--- src/rtl/coinc_pkg.sv ---
package coinc_pkg;
  typedef enum int unsigned {
    OUT_TRIG  = 0,
    OUT_TMARK = 1
  } out_sel_e;

  localparam int unsigned NUM_OUT = 2;
  localparam int unsigned TIME_OFFSET = 2;  // setting x means x+2 cycles
endpackage

--- src/rtl/coinc_window.sv ---
module coinc_window #(
  parameter int unsigned NLINES = 40,
  parameter int unsigned MULT_W = 6,
  parameter int unsigned WIN_W  = 4
) (
  input  logic              clk_i,
  input  logic              rst_ni,
  input  logic [NLINES-1:0] lines_i,
  input  logic              block_i,
  input  logic              veto_i,
  input  logic [MULT_W-1:0] need_i,
  input  logic [WIN_W-1:0]  win_i,
  output logic              dec_o
);
  localparam int unsigned HIT_W = $clog2(NLINES + 1);
  localparam int unsigned WC_W  = WIN_W + 1;

  logic [NLINES-1:0] prev_q, seen_q, rise, acc;
  logic [WC_W-1:0]   win_q;
  logic              open_w;
  logic [HIT_W-1:0]  hits;
  logic [MULT_W-1:0] need_eff;

  always_comb begin
    rise   = lines_i & ~prev_q;
    open_w = |win_q;
    if (block_i)     acc = '0;
    else if (open_w) acc = seen_q | rise;
    else             acc = rise;
    hits = '0;
    for (int i = 0; i < NLINES; i++) hits = hits + HIT_W'(acc[i]);
    need_eff = (need_i == '0) ? MULT_W'(1) : need_i;
    dec_o    = !block_i && !veto_i && (32'(hits) >= 32'(need_eff));
  end

  always_ff @(posedge clk_i or negedge rst_ni) begin
    if (!rst_ni) begin
      prev_q <= '0;
      seen_q <= '0;
      win_q  <= '0;
    end else begin
      prev_q <= lines_i;
      if (dec_o) begin
        seen_q <= '0;
        win_q  <= '0;
      end else if (open_w) begin
        win_q  <= win_q - WC_W'(1);
        seen_q <= (win_q == WC_W'(1)) ? '0 : acc;
      end else if (|acc) begin
        // opening cycle counts as the first of x+2
        seen_q <= acc;
        win_q  <= WC_W'(win_i) + WC_W'(1);
      end
    end
  end
endmodule

--- src/rtl/coinc_countdown.sv ---
module coinc_countdown #(
  parameter int unsigned W = 11
) (
  input  logic         clk_i,
  input  logic         rst_ni,
  input  logic         load_i,
  input  logic [W-1:0] val_i,
  output logic         busy_o,
  output logic         last_o
);
  logic [W-1:0] cnt_q;

  always_ff @(posedge clk_i or negedge rst_ni) begin
    if (!rst_ni)              cnt_q <= '0;
    else if (load_i)          cnt_q <= val_i;
    else if (cnt_q != '0)     cnt_q <= cnt_q - W'(1);
  end

  assign busy_o = (cnt_q != '0);
  assign last_o = (cnt_q == W'(1));
endmodule

--- src/rtl/coinc_trigger.sv ---
module coinc_trigger
  import coinc_pkg::*;
#(
  parameter int unsigned NLINES = 40,
  parameter int unsigned MULT_W = 6,
  parameter int unsigned WIN_W  = 4,
  parameter int unsigned DEAD_W = 16,
  parameter int unsigned DLY_W  = 10,
  parameter int unsigned CNT_W  = 32
) (
  input  logic              clk_i,
  input  logic              rst_ni,
  input  logic [NLINES-1:0] lines_i,
  input  logic              run_i,
  input  logic              veto_i,
  input  logic              cal_sel_i,
  input  logic [MULT_W-1:0] mult_phys_i,
  input  logic [MULT_W-1:0] mult_cal_i,
  input  logic [WIN_W-1:0]  win_phys_i,
  input  logic [WIN_W-1:0]  win_cal_i,
  input  logic [DEAD_W-1:0] dead_i,
  input  logic [DLY_W-1:0]  trig_dly_i,
  input  logic [DLY_W-1:0]  tmark_dly_i,
  output logic              trig_o,
  output logic              tmark_o,
  output logic [CNT_W-1:0]  dec_count_o
);
  localparam int unsigned DEAD_CW = DEAD_W + 1;
  localparam int unsigned DLY_CW  = DLY_W + 1;

  logic               dec_w, block_w, dead_busy, dead_last;
  logic [MULT_W-1:0]  need_w;
  logic [WIN_W-1:0]   win_w;
  logic [DEAD_CW-1:0] dead_val;
  logic [DLY_CW-1:0]  dly_val [NUM_OUT];
  logic [NUM_OUT-1:0] dly_busy, dly_last, out_q;
  logic               run_q;
  logic [CNT_W-1:0]   cnt_q;

  always_comb begin
    need_w   = cal_sel_i ? mult_cal_i : mult_phys_i;
    win_w    = cal_sel_i ? win_cal_i  : win_phys_i;
    dead_val = DEAD_CW'(dead_i) + DEAD_CW'(TIME_OFFSET);
    // fire register adds one cycle, so load one less than x+2
    dly_val[OUT_TRIG]  = DLY_CW'(trig_dly_i)  + DLY_CW'(TIME_OFFSET - 1);
    dly_val[OUT_TMARK] = DLY_CW'(tmark_dly_i) + DLY_CW'(TIME_OFFSET - 1);
    block_w  = dead_busy | (|dly_busy);
  end

  coinc_window #(
    .NLINES(NLINES), .MULT_W(MULT_W), .WIN_W(WIN_W)
  ) u_win (
    .clk_i   (clk_i),
    .rst_ni  (rst_ni),
    .lines_i (lines_i),
    .block_i (block_w),
    .veto_i  (veto_i),
    .need_i  (need_w),
    .win_i   (win_w),
    .dec_o   (dec_w)
  );

  coinc_countdown #(.W(DEAD_CW)) u_dead (
    .clk_i  (clk_i),
    .rst_ni (rst_ni),
    .load_i (dec_w),
    .val_i  (dead_val),
    .busy_o (dead_busy),
    .last_o (dead_last)
  );

  for (genvar g = 0; g < NUM_OUT; g++) begin : g_dly
    coinc_countdown #(.W(DLY_CW)) u_dly (
      .clk_i  (clk_i),
      .rst_ni (rst_ni),
      .load_i (dec_w),
      .val_i  (dly_val[g]),
      .busy_o (dly_busy[g]),
      .last_o (dly_last[g])
    );
  end

  always_ff @(posedge clk_i or negedge rst_ni) begin
    if (!rst_ni) begin
      out_q <= '0;
      run_q <= 1'b0;
      cnt_q <= '0;
    end else begin
      out_q <= dly_last & {NUM_OUT{run_i}};
      run_q <= run_i;
      if (run_i != run_q) cnt_q <= '0;
      else if (dec_w)     cnt_q <= cnt_q + CNT_W'(1);
    end
  end

  assign trig_o      = out_q[OUT_TRIG];
  assign tmark_o     = out_q[OUT_TMARK];
  assign dec_count_o = cnt_q;

  logic unused_w;
  assign unused_w = dead_last;
endmodule

--- config.mk ---
export PLATFORM = sky130hd
export DESIGN_NAME = coinc_trigger
export DESIGN_NICKNAME = d
export VERILOG_FILES = /design/src/rtl/coinc_pkg.sv /design/src/rtl/coinc_window.sv /design/src/rtl/coinc_countdown.sv /design/src/rtl/coinc_trigger.sv
export SDC_FILE = /design/constraint.sdc
export NUM_CORES = 1
export LEC_CHECK = 0
export ABC_AREA = 1
export BUFFER_PORTS_ARGS = -buffer_cell sky130_fd_sc_hd__buf_2
export CAP_MARGIN = 10
export CELL_PAD_IN_SITES_DETAIL_PLACEMENT = 0
export CELL_PAD_IN_SITES_GLOBAL_PLACEMENT = 1
export CORE_ASPECT_RATIO = 0.6
export CORE_UTILIZATION = 44
export CTS_BUF_LIST = sky130_fd_sc_hd__clkbuf_2 sky130_fd_sc_hd__clkbuf_4 sky130_fd_sc_hd__clkbuf_8
export CTS_CLUSTER_DIAMETER = 100
export DETAILED_ROUTE_END_ITERATION = 12
export PLACE_DENSITY_LB_ADDON = 0.05
export SYNTH_ARGS = -nofsm -noshare
export SYNTH_HDL_FRONTEND = slang
export SYNTH_HIERARCHICAL = 1
export SYNTH_SLANG_ARGS = --single-unit
--- constraint.sdc ---
create_clock -name clk_i -period 12.8 [get_ports clk_i]
set_clock_uncertainty 0.1 [all_clocks]
set_input_delay 2.56 -clock clk_i [delete_from_list [all_inputs] [get_ports clk_i]]
set_output_delay 2.56 -clock clk_i [all_outputs]
set_load 0.02 [all_outputs]
# Yosys cells after proc, flatten, opt, wreduce, memory -nomap -nowiden
# Cells that the tools add are included.
[classes] add_sub_neg=48 magnitude_cmp=1 n_eq_ne=4 muxes=20 bitwise_logic=5 reduce_logical=16
[ops] op="40-bit 2-to-1 mux" count=6
[ops] op="6-bit by 1-bit adder with 6-bit output" count=38
[ops] op="32-bit 2-to-1 mux" count=2
[ops] op="11-bit 2-to-1 mux" count=4
[ops] op="40-bit AND" count=1
[ops] op="40-bit inverter" count=1
[ops] op="40-bit OR" count=1
[ops] op="40-bit OR reduction" count=1
[ops] op="17-bit 2-to-1 mux" count=2
[ops] op="32-bit by 1-bit adder with 32-bit output, second input constant" count=1
[ops] op="10-bit by 1-bit adder with 11-bit output, second input constant" count=2
[ops] op="11-bit by 1-bit == test with 1-bit output, second input constant" count=2
[ops] op="11-bit nonzero test" count=2
[ops] op="11-bit by 1-bit subtractor with 11-bit output, second input constant" count=2
[ops] op="16-bit by 2-bit adder with 17-bit output, second input constant" count=1
[ops] op="17-bit nonzero test" count=1
[ops] op="17-bit by 1-bit subtractor with 17-bit output, second input constant" count=1
[ops] op="5-bit 2-to-1 mux" count=3
[ops] op="6-bit 2-to-1 mux" count=2
[ops] op="2-bit nonzero test" count=4
[ops] op="6-bit greater-or-equal comparator" count=1
[ops] op="6-bit zero test" count=1
[ops] op="4-bit by 1-bit adder with 5-bit output, second input constant" count=1
[ops] op="5-bit by 1-bit == test with 1-bit output, second input constant" count=1
[ops] op="other kinds (11)" count=13
[totals] regBits=159 in_bits=101 output_inout_bits=34 word_cells=103

# Longest topological paths before layout
# Gate-level depths: netlist of the first run.
[logic_depth] ltp_word=48 ltp_mapped=48 mapped_depth_nobuf=45

# Hierarchy
# The synthesis of the first run kept the hierarchy.
[by_module_without_submodules] mod="coinc_window" instances=1 cells_per_inst=676 area_per_inst_um2=5370.2 seq_area_each_um2=2127.0
[by_module_without_submodules] mod="coinc_trigger" instances=1 cells_per_inst=388 area_per_inst_um2=2733.9 seq_area_each_um2=875.8
[by_module_without_submodules] mod="coinc_countdown at g_dly[0].u_dly ..." instances=2 cells_per_inst=112 area_per_inst_um2=769.5 seq_area_each_um2=275.3
[by_module_without_submodules] mod="coinc_countdown at u_dead" instances=1 cells_per_inst=171 area_per_inst_um2=1217.4 seq_area_each_um2=425.4

# Least setup slack after synthesis of the first run
# No wires, ideal clock.
[synth_path] path_kind="input-to-reg" startpoint="input port lines_i[0]" endpoint="register u_dead.cnt_q[4]" setup_ns=0.121 arrival_time_ns=9.527 t_required_ns=12.579 slack_ns=3.052 path_stages=34 path_buffers=4 cell_sequence="inv_1 > o2bb2ai_1 > nand2_1 > fa_1 > inv_1 > ha_1 > inv_1 > fa_1 > fa_1 > fa_1 > fa_1 > fa_1 > inv_1 > fa_1 > inv_1 > fa_1 > inv_1 > ha_1 > o21ai_0 > a21oi_1 > o21ai_0 > nand2_1 > nand2_1 > nand2_1 > nand3_1 > clkbuf_1 > clkbuf_1 > inv_1 > buf_2 > inv_1 > nand4_4 > clkinv_2 > buf_12 > nor2_2"
[synth_between] elab_chain_cells=46 word_cells_on_any_way=47 classes_between="add/sub (39); order compare (1); mux (3); bitwise (2); reduce/logical (2)"
[synth_rtl] item="start, declared" line_no="coinc_trigger.sv:13" text="input logic [NLINES-1:0] lines_i,"
[synth_rtl] item="40-bit AND (*)" line_no="coinc_window.sv:25" text="rise = lines_i & ~prev_q;"
[synth_rtl] item="40-bit OR" line_no="coinc_window.sv:28" text="else if (open_w) acc = seen_q | rise;"
[synth_rtl] item="40-bit 2-to-1 mux (*)" line_no="coinc_window.sv:28"
[synth_rtl] item="40-bit 2-to-1 mux (*)" line_no="coinc_window.sv:27" text="if (block_i) acc = '0;"
[synth_rtl] item="1-bit by 1-bit adder with 2-bit output (*)" line_no="coinc_window.sv:31" text="for (int i = 0; i < NLINES; i++) hits = hits + HIT_W'(acc[i]);"
[synth_rtl] item="6-bit by 1-bit adder with 6-bit output (*) (38 in a row)" line_no="coinc_window.sv:31"
[synth_rtl] item="6-bit greater-or-equal comparator (*)" line_no="coinc_window.sv:33" text="dec_o = !block_i && !veto_i && (32'(hits) >= 32'(need_eff));"
[synth_rtl] item="1-bit logical AND (*)" line_no="coinc_window.sv:33"
[synth_rtl] item="net dec_w" line_no="coinc_trigger.sv:31" text="logic dec_w, block_w, dead_busy, dead_last;"
[synth_rtl] item="17-bit 2-to-1 mux / 2-bit nonzero test (equally long branches)"
[synth_rtl] item="end signal, assigned" line_no="coinc_countdown.sv:15" text="else if (load_i) cnt_q <= val_i;"
[synth_rtl] item="end signal, assigned" line_no="coinc_countdown.sv:16" text="else if (cnt_q != '0) cnt_q <= cnt_q - W'(1);"
[synth_rtl] item="end, declared" line_no="coinc_countdown.sv:11" text="logic [W-1:0] cnt_q;"
# The timed path passes the listed nets; every way through them passes the cells marked *.
# A chain may end at the register's enable or synchronous reset.

# Worst setup path after layout of the first run
[layout_path] startpoint="register u_dead.cnt_q[0]" endpoint="register u_dead.cnt_q[8]"
[layout_between] elab_chain_cells=45 word_cells_on_any_way=50 classes_between="add/sub (40); order compare (1); mux (3); bitwise (1); reduce/logical (5)"
[layout_rtl] item="17-bit nonzero test (*)" line_no="coinc_countdown.sv:19" text="assign busy_o = (cnt_q != '0);"
[layout_rtl] item="net dead_busy" line_no="coinc_trigger.sv:31"
[layout_rtl] item="1-bit OR (*)" line_no="coinc_trigger.sv:47" text="block_w = dead_busy | (|dly_busy);"
[layout_rtl] item="net block_w" line_no="coinc_trigger.sv:31"
[layout_rtl] item="40-bit 2-to-1 mux" line_no="coinc_window.sv:27"
[layout_rtl] item="1-bit by 1-bit adder with 2-bit output" line_no="coinc_window.sv:31"
[layout_rtl] item="6-bit by 1-bit adder with 6-bit output (38 in a row)" line_no="coinc_window.sv:31"
[layout_rtl] item="6-bit greater-or-equal comparator" line_no="coinc_window.sv:33"
[layout_rtl] item="1-bit logical AND (*)" line_no="coinc_window.sv:33"
[layout_rtl] item="net dec_w" line_no="coinc_trigger.sv:31"
[layout_rtl] item="17-bit 2-to-1 mux / 2-bit nonzero test (equally long branches)"
# The timed path passes the listed nets; every way through them passes the cells marked *. The select of a mux whose other input is x is not followed.

==> reports/qor.csv, run 1 <==
stage,metric,value,unit
die,die height,124,um
sta,fin crit share,0.748,
sta,RSZ-0062 raised after global routing,false,
sta,Final Hold Vio Count,0,
sta,slew margin rel.,0.277,
route,Post-Route WL,27500,um
setup_path,reg2reg path depth,40,
clock_tree,clk sink count,159,
route,# DRC,0,
sta,Period minus WS final,9.57,ns
clock_tree,Max Buffers Root-to-Sink,2,
setup_path,Crit Path Class,reg2reg,
route,Via Count,9202,
sta,Slew @ Worst Pin,1.08,ns
power,power per cell area,80.9,mW/mm^2
final_layout,synthesis-to-layout area growth,12.2,%
route,first-pass iteration count of the detailed router,5,
worst_hold_path,hold path depth,2,
sta,final worst-path setup slack,3.23,ns
outcome,status,"finished, final reports clean",
clock_tree,post-cts sizing count,0,
final_layout,# diodes,0,
setup_path,CP max FO,49,
setup_path,Worst path most repeated cell,inv_1,
setup_path,Critical Path Sink Type,register,
clock_tree,clk_lat worst skew,0.49,ns
job,maxcap violations,0,
sta,Slew Limit Fails,0,
synthesis,cells after synthesis,1454,
grt,pin count of the biggest net entering global routing,86,
clock_tree,post-CTS setup buffers,0,
worst_hold_path,hold crit path type,reg2reg,
clock_tree,cts bufs inserted,17,
setup_path,Worst setup SP type,register,
route,Via-to-Cell Ratio,4.81,
placed_design,DP Wirelength,20800,um
placed_design,RD Place Congestion,0.871,
power,Leakage Power,6.59,nW
setup_path,CP max stage cell,fa_1,
setup_path,WP data arrival,9.88,ns
grt,first-pass GRT wire length,45100,um
clock_tree,TritonCTS clock tree,built,
die,Die W,205,um
grt,grt ovf,0,
die,io pins,135,
setup_path,"Largest stage delay, worst path",0.58,ns
grt,initial antenna violation count,0,
final_layout,number of nets in the layout,1744,
route,Post-DRT Antenna Nets,0,
sta,fmax,105,MHz
die,Core Area,0.0242,sq mm
route,WL/cell,14.4,um
clock_tree,clock tree root buffer cell,clkbuf_8,
worst_hold_path,Worst Hold Endpoint,u_win/seen_q[6],
grt,overall routing resource usage,0.233,
clock_tree,"Reg clk slew, reported paths",0.09,ns
sta,Setup Viol. Count Final,0,
setup_path,R2R setup slack,3.23,ns
final_layout,share of cells above drive strength 1,0.170,
synthesis,Synth Area per Inst,7.45,sq um
setup_path,CP Data Required Time,13.11,ns
die,die footprint,0.0253,sq mm
setup_path,worst r2r dst,u_dead/cnt_q[8],
grt,vias in the first global route,8652,
clock_tree,CTS H-Tree Depth,4,
synthesis,Synth Warn #,6,
placed_design,setup slack after placement,2.76,ns
power,Max VDD drop,58.2,uV
synthesis,net count after synthesis,1620,
sta,sum of negative setup slack,0,ns
die,Initial Util,0.448,
die,row count,44,
final_layout,Fillers,2401,
setup_path,worst r2r src,u_dead/cnt_q[0],
worst_hold_path,hold wc startpoint,u_win/seen_q[6],
route,DRT iter0 DRCs,717,
placed_design,PortBufs,134,
clock_tree,hold_buf cts,0,
synthesis,Netlist Area Pre-Place,0.0108,sq mm
[per-stage QoR]
| step | hold slack (ns) | cells | area [sq um] | total power, W | util |
|---|---|---|---|---|---|
| CTS | 0.407 | 1912 | 12200 | 0.00100 | 0.503 |
| finish | 0.402 | 1912 | 12200 | 0.000983 | 0.503 |
| global placement | 0.382 | 1881 | 11700 | 0.000588 | 0.485 |
| global route | 0.420 | 1912 | 12200 | 0.00103 | 0.503 |
| detailed placement | 0.388 | 1881 | 11700 | 0.000589 | 0.485 |
| floorplan | 0.369 | 1454 | 10800 | 0.000551 | - |
[state kept, by name, indices dropped and copies added (netlist names)]
register	count
out_q	2
u_win/prev_q	40
u_win/win_q	5
run_q	1
g_dly.u_dly/cnt_q	22
u_dead/cnt_q	17
dec_count_o	32
u_win/seen_q	40
[cell type report]
type                            instances  area [sq um]  share of cell area
Tap cell                              322           403              0.0332
Clock buffer                           21           283              0.0233
Inverter                              221           841              0.0692
Timing Repair Buffer                  141           729              0.0600
Sequential cell                       159          3980               0.327
Clock inverter                         10           136              0.0112
Multi-Input combinational cell       1038          5780               0.476
[routing by layer]
layer | vias up | GRT usage | routed length [um]
met1 | 4213 | 0.377 | 15600
met2 | 210 | 0.302 | 10000
met5 | - | 0 | 0
met3 | 20 | 0.0482 | 1600
met4 | 0 | 0.0620 | 301
li1 | 4759 | - | -
[placed cells by master (no fill, tap or decap), drive strengths merged]
| cell | n |
|---|---|
| and3 | 2 |
| dfrtp | 159 |
| a31oi | 4 |
| or3 | 1 |
| inv | 218 |
| nand3 | 149 |
| a41oi | 1 |
| clkinvlp | 3 |
| xor2 | 26 |
| o21ai | 60 |
| and2 | 2 |
| o21a | 1 |
| xnor2 | 12 |
| fa | 32 |
| o2bb2ai | 2 |
| nand3b | 2 |
| a21o | 1 |
| ha | 33 |
| a21oi | 42 |
| clkinv | 7 |
| mux2i | 1 |
| buf | 141 |
| nor2 | 191 |
| a21boi | 3 |
| or2 | 7 |
| nand4 | 8 |
| a31o | 1 |
| clkbuf | 21 |
| o21bai | 1 |
| nor3 | 16 |
| bufinv | 3 |
| nor3b | 2 |
| nand2 | 428 |
| mux2 | 10 |
[worst max-delay path: cells and delay by family (launching register included)]
kind,cells,cell delay (ns)
AO/OA/AOI/OAI,3,0.38
XOR/XNOR,1,0.16
adder cells (fa/ha/maj),10,4.37
buffers and inverters,12,2.07
flip-flops,1,0.38
AND/OR/NAND/NOR,14,2.00
[worst max path at each step]
stage / depth (start not counted) / slack, ns / end / start
4_1_cts: 40 / 3.20 / u_dead/cnt_q[8] / u_dead/cnt_q[0]
3_5_place_dp: 33 / 2.76 / u_dead/cnt_q[7] / lines_i[0]
2_1_floorplan: 34 / 3.05 / u_dead/cnt_q[4] / lines_i[0]
6_report: 40 / 3.23 / u_dead/cnt_q[8] / u_dead/cnt_q[0]
3_3_place_gp: 33 / 2.83 / u_dead/cnt_q[7] / lines_i[0]
5_1_grt: 40 / 2.53 / u_dead/cnt_q[7] / u_dead/cnt_q[0]
[power by group]
part	internal [W]	switching (W)	leakage [nW]	total (W)
combinational	0.0000263	0.0000414	4.39	0.0000678
sequential	0.000508	0.00000162	1.99	0.000510
clock	0.000208	0.000197	0.207	0.000405
Power figures use the tool's default switching activity.
==> run 2: changes to the inputs <==
Settings changed: ABC_AREA 1 to 0, CORE_UTILIZATION 44 to 42.
Clock period 12.8 ns to 8 ns, I/O delays scaled along.
==> reports/qor.csv, run 2 <==
stage,metric,value,unit
clock_tree,"Reg clk slew, reported paths",0.09,ns
route,# DRC,0,
grt,pin count of the biggest net entering global routing,91,
grt,grt ovf,0,
setup_path,worst r2r src,u_dead/cnt_q[5],
route,Post-Route WL,26100,um
synthesis,Synth Area per Inst,9.66,sq um
grt,initial antenna violation count,0,
setup_path,WP data arrival,8.37,ns
sta,RSZ-0062 raised after global routing,true,
grt,first-pass GRT wire length,42100,um
sta,Period minus WS final,8.06,ns
route,first-pass iteration count of the detailed router,5,
synthesis,net count after synthesis,1206,
die,die height,122,um
clock_tree,clk_lat worst skew,0.48,ns
setup_path,CP max stage cell,fa_2,
setup_path,Worst setup SP type,register,
sta,sum of negative setup slack,-0.315,ns
sta,fin crit share,1.01,
setup_path,worst r2r dst,dec_count_o[25],
clock_tree,Max Buffers Root-to-Sink,2,
setup_path,reg2reg path depth,31,
final_layout,Fillers,2138,
outcome,status,"complete, but fails checks",
route,Post-DRT Antenna Nets,0,
final_layout,number of nets in the layout,1425,
setup_path,Worst Setup EP,dec_count_o[25],
die,row count,43,
job,maxcap violations,0,
clock_tree,clock tree root buffer cell,clkbuf_8,
sta,slew margin rel.,0.365,
synthesis,Synth Warn #,6,
setup_path,CP max FO,7,
sta,Final Hold Vio Count,0,
setup_path,Crit Path Class,reg2reg,
sta,final worst-path setup slack,-0.0610,ns
die,Die W,202,um
worst_hold_path,hold crit path type,reg2reg,
outcome,failing checks,setup timing,
power,Max VDD drop,111,uV
grt,overall routing resource usage,0.220,
route,Via-to-Cell Ratio,5.09,
setup_path,Worst setup startpoint,u_dead/cnt_q[5],
sta,fmax,124,MHz
placed_design,setup slack after placement,-0.496,ns
final_layout,"most common cell after layout, fill and taps aside",dfrtp_1,
final_layout,most frequent cells in the layout,"dfrtp_1, buf_2, buf_4",
power,Leakage Power,5.76,nW
placed_design,PortBufs,134,
placed_design,total placed cells including tap cells,1539,
sta,Slew Limit Fails,0,
sta,Slew @ Worst Pin,0.943,ns
setup_path,"Largest stage delay, worst path",0.56,ns
final_layout,post-route insts no fill,1587,
synthesis,Netlist Area Pre-Place,0.0100,sq mm
sta,Hold WS,0.442,ns
sta,Setup Viol. Count Final,11,
die,die footprint,0.0246,sq mm
placed_design,RD Place Congestion,0.771,
clock_tree,CTS H-Tree Depth,4,
final_layout,share of cells above drive strength 1,0.340,
clock_tree,hold_buf cts,0,
route,Via Count,8083,
setup_path,Critical Path Sink Type,register,
synthesis,cells after synthesis,1040,
final_layout,# diodes,0,
clock_tree,cts bufs inserted,17,
die,Initial Util,0.431,
grt,vias in the first global route,7794,
die,Core Area,0.0233,sq mm
setup_path,R2R setup slack,-0.06,ns
placed_design,DP Wirelength,18800,um
die,io pins,135,
setup_path,CP Data Required Time,8.31,ns
clock_tree,TritonCTS clock tree,built,
final_layout,Post-Route Utilization,0.543,
clock_tree,clk sink count,159,
route,WL/cell,16.4,um
route,DRT iter0 DRCs,516,
final_layout,synthesis-to-layout area growth,25.9,%
power,power per cell area,192,mW/mm^2
## run 2: final cells by class
type	count	area, sq um	area share
repair buffers	249	1650	0.130
inverters	67	254	0.0201
multi-input cells	765	5970	0.472
clock buffers	20	269	0.0213
well taps	315	394	0.0312
flip-flops and latches	159	3980	0.315
clock inverters	12	134	0.0106
## run 2: worst max-delay path, delay by kind of cell (launching register included)
family,cells,cell delay [ns]
adder cells (fa/ha/maj),10,4.07
buffers and inverters,7,0.41
AO/OA/AOI/OAI,5,0.76
AND/OR/NAND/NOR,8,2.20
XOR/XNOR,1,0.09
flip-flops,1,0.38
## run 2: power by group
group | leakage (nW) | switching, W | internal (W)
logic | 3.51 | 0.000399 | 0.000406
clock network | 0.203 | 0.000320 | 0.000299
registers | 2.04 | 0.0000883 | 0.000910
total | 5.76 | 0.000807 | 0.00162
## run 2: metrics by stage
step | total power [W] | cell area (sq um)
2_1_floorplan | 0.00145 | 10200
3_3_place_gp | 0.00173 | 11700
3_5_place_dp | 0.00173 | 11700
4_1_cts | 0.00237 | 12200
5_1_grt | 0.00257 | 12600
6_report | 0.00242 | 12600
## run 2: repair_timing
| item | CTS | global route |
|---|---|---|
| gates resized for setup | 13 | 60 |
| gates cloned | 1 | 1 |
| endpoints found under the setup margin | 95 | 116 |
| buffers inserted | 4 | 10 |
| pin swaps | 7 | 14 |
## run 2: worst min path at each step
| stage | from | end | cells past startpoint |
|---|---|---|---|
| floorplan | u_win/seen_q[0] | u_win/seen_q[0] | 2 |
| global placement | u_win/seen_q[1] | u_win/seen_q[1] | 2 |
| detailed placement | u_win/seen_q[5] | u_win/seen_q[5] | 2 |
| CTS | u_win/seen_q[0] | u_win/seen_q[0] | 2 |
| global route | u_win/seen_q[38] | u_win/seen_q[38] | 2 |
| finish | u_win/seen_q[1] | u_win/seen_q[1] | 2 |
## run 2: metal layers
metal | up-vias | share of wire | global-route usage
li1 | 4028 | - | -
met1 | 3889 | 0.55 | 0.356
met2 | 152 | 0.40 | 0.292
met3 | 14 | 0.041 | 0.0425
met4 | 0 | 0.0077 | 0.0507
met5 | - | 0 | 0
==> run 3: changes to the inputs <==
Settings changed: CORE_UTILIZATION 42 to 47, CTS_CLUSTER_SIZE set to 40.
Clock period 8 ns to 8.36 ns, I/O delays scaled along.
==> reports/qor.csv, run 3 (synthesized netlist as in run 2, its figures left out) <==
stage,metric,value,unit
outcome,status,"finished, final reports clean",
grt,pin count of the biggest net entering global routing,86,
die,Core Area,0.0205,sq mm
grt,initial antenna violation count,0,
power,Reg power frac,0.445,
placed_design,total placed cells including tap cells,1452,
setup_path,WP data arrival,8.39,ns
die,die height,115,um
setup_path,Worst path most repeated cell,fa_1,
sta,Setup Viol. Count Final,0,
setup_path,CP max FO,6,
final_layout,share of cells above drive strength 1,0.295,
placed_design,RD Place Congestion,0.811,
final_layout,post-route insts no fill,1491,
sta,RSZ-0062 raised after global routing,true,
final_layout,synthesis-to-layout area growth,19.0,%
sta,Period minus WS final,8.10,ns
grt,overall routing resource usage,0.236,
route,DRT iter0 DRCs,506,
route,Via-to-Cell Ratio,5.29,
final_layout,Fillers,1869,
worst_hold_path,hold wc startpoint,u_win/seen_q[4],
clock_tree,hold_buf cts,0,
grt,GRT met2 Usage,0.319,
grt,routing usage on met3,0.0440,
sta,Final Hold Vio Count,0,
grt,grt ovf,0,
setup_path,Critical Path Sink Type,register,
clock_tree,TritonCTS clock tree,built,
clock_tree,"Reg clk slew, reported paths",0.08,ns
power,Leakage Power,5.29,nW
power,Psw,0.000753,W
placed_design,PortBufs,134,
final_layout,"most common cell after layout, fill and taps aside",dfrtp_1,
grt,met1 Usage GRT,0.380,
setup_path,worst r2r src,u_dead/cnt_q[5],
route,WL/cell,16.7,um
final_layout,# diodes,0,
final_layout,most frequent cells in the layout,"dfrtp_1, buf_2, nor2_1",
placed_design,placement-stage cell area,0.0113,sq mm
sta,slew margin rel.,0.328,
die,row count,40,
route,Via Count,7887,
power,switching portion of total power,0.341,
setup_path,sum of buffers and inverters on the critical path,7,
route,Post-DRT Antenna Nets,0,
sta,Hold WS,0.443,ns
power,Power Total,0.00221,W
route,# DRC,0,
job,maxcap violations,0,
route,first-pass iteration count of the detailed router,5,
sta,fmax,123,MHz
setup_path,CP max stage cell,fa_2,
die,Initial Util,0.491,
sta,Slew @ Worst Pin,1.01,ns
setup_path,Worst setup SP type,input pin,
grt,GRT busiest layer,met1,
grt,first-pass GRT wire length,40400,um
setup_path,CP Data Required Time,8.65,ns
die,io pins,135,
clock_tree,clk sink count,159,
power,P_int,0.00145,W
power,Max VDD drop,164,uV
setup_path,Crit Path Class,in2reg,
worst_hold_path,hold crit path type,reg2reg,
final_layout,design area,0.0120,sq mm
sta,Slew Limit Fails,0,
power,Clk pwr share,0.257,
sta,fin crit share,0.969,
setup_path,Top delay family on crit path,adder cells,
final_layout,number of nets in the layout,1371,
grt,vias in the first global route,7600,
die,die footprint,0.0220,sq mm
power,Comb power frac,0.298,
clock_tree,clock tree root buffer cell,clkbuf_8,
clock_tree,CTS H-Tree Depth,4,
clock_tree,cts bufs inserted,17,
power,power per cell area,185,mW/mm^2
final_layout,Post-Route Utilization,0.584,
placed_design,DP Wirelength,17800,um
clock_tree,Max Buffers Root-to-Sink,2,
route,Post-Route WL,24900,um
setup_path,"Largest stage delay, worst path",0.57,ns
setup_path,Worst setup startpoint,lines_i[3],
setup_path,R2R setup slack,0.27,ns
clock_tree,clk_lat worst skew,0.47,ns
die,Die W,191,um
[run 3: changes by cell type in the layout (fill, tap and decap cells not counted), moves of 3 or more]
cell / before / now
o31ai_2: 5 / 0
o41ai_2: 6 / 3
buf_4: 106 / 55
nor2_1: 72 / 76
nor2_2: 5 / 1
nor4_1: 15 / 19
nor4_4: 10 / 5
o31ai_1: 8 / 13
a2111oi_0: 0 / 3
a2111oi_2: 3 / 0
o41ai_1: 2 / 5
[run 3: layer usage]
layer	up-vias	part of all wire
met3	12	0.042
met1	3787	0.54
met5	-	0
met4	0	0.0080
li1	3927	-
met2	161	0.40
[run 3: area by class of cell]
| type | count | area, sq um | area share |
|---|---|---|---|
| repair buffers | 195 | 1210 | 0.101 |
| clock inverters | 14 | 143 | 0.0119 |
| multi-input cells | 765 | 5780 | 0.484 |
| flip-flops and latches | 159 | 3980 | 0.333 |
| well taps | 273 | 342 | 0.0286 |
| clock buffers | 18 | 241 | 0.0202 |
| inverters | 67 | 258 | 0.0216 |
[run 3: timing repair]
item / CTS / global route
pin swaps: 0 / 25
gates cloned: 0 / 2
setup endpoints to repair: 25 / 110
hold endpoints to repair: 0 / 0
setup buffers: 0 / 5
resized for setup: 2 / 37
[run 3: path summary, 6_finish.rpt]
check / end / cells after the start
min reg2reg: u_win/seen_q[4] / 2
max in group asynchronous: u_dead/cnt_q[12] / 2
min in group asynchronous: dec_count_o[3] / 1
max: dec_count_o[31] / 30
min: u_win/seen_q[4] / 2
max reg2reg: dec_count_o[31] / 31
[run 3: tightest hold or removal path: cells and delay by family, from the launching register on]
family | cells | cell delay (ns)
compound gates | 2 | 0.17
flops | 1 | 0.35
[run 3: power groups by stage]
stage | registers, W | logic, W | clock network, W
6_report | 0.000982 | 0.000657 | 0.000568
5_1_grt | 0.000995 | 0.000733 | 0.000620
4_1_cts | 0.000968 | 0.000618 | 0.000589
3_5_place_dp | 0.000980 | 0.000616 | 0
3_3_place_gp | 0.000977 | 0.000608 | 0
2_1_floorplan | 0.000969 | 0.000414 | 0
[run 3: through the flow]
stage	setup TNS (ns)	setup slack, ns
after floorplan	-9.28	-0.472
after global placement	-0.939	-0.0719
after detailed placement	-6.10	-0.197
after CTS	0	0.0594
after global routing	-0.266	-0.0657
final	0	0.259
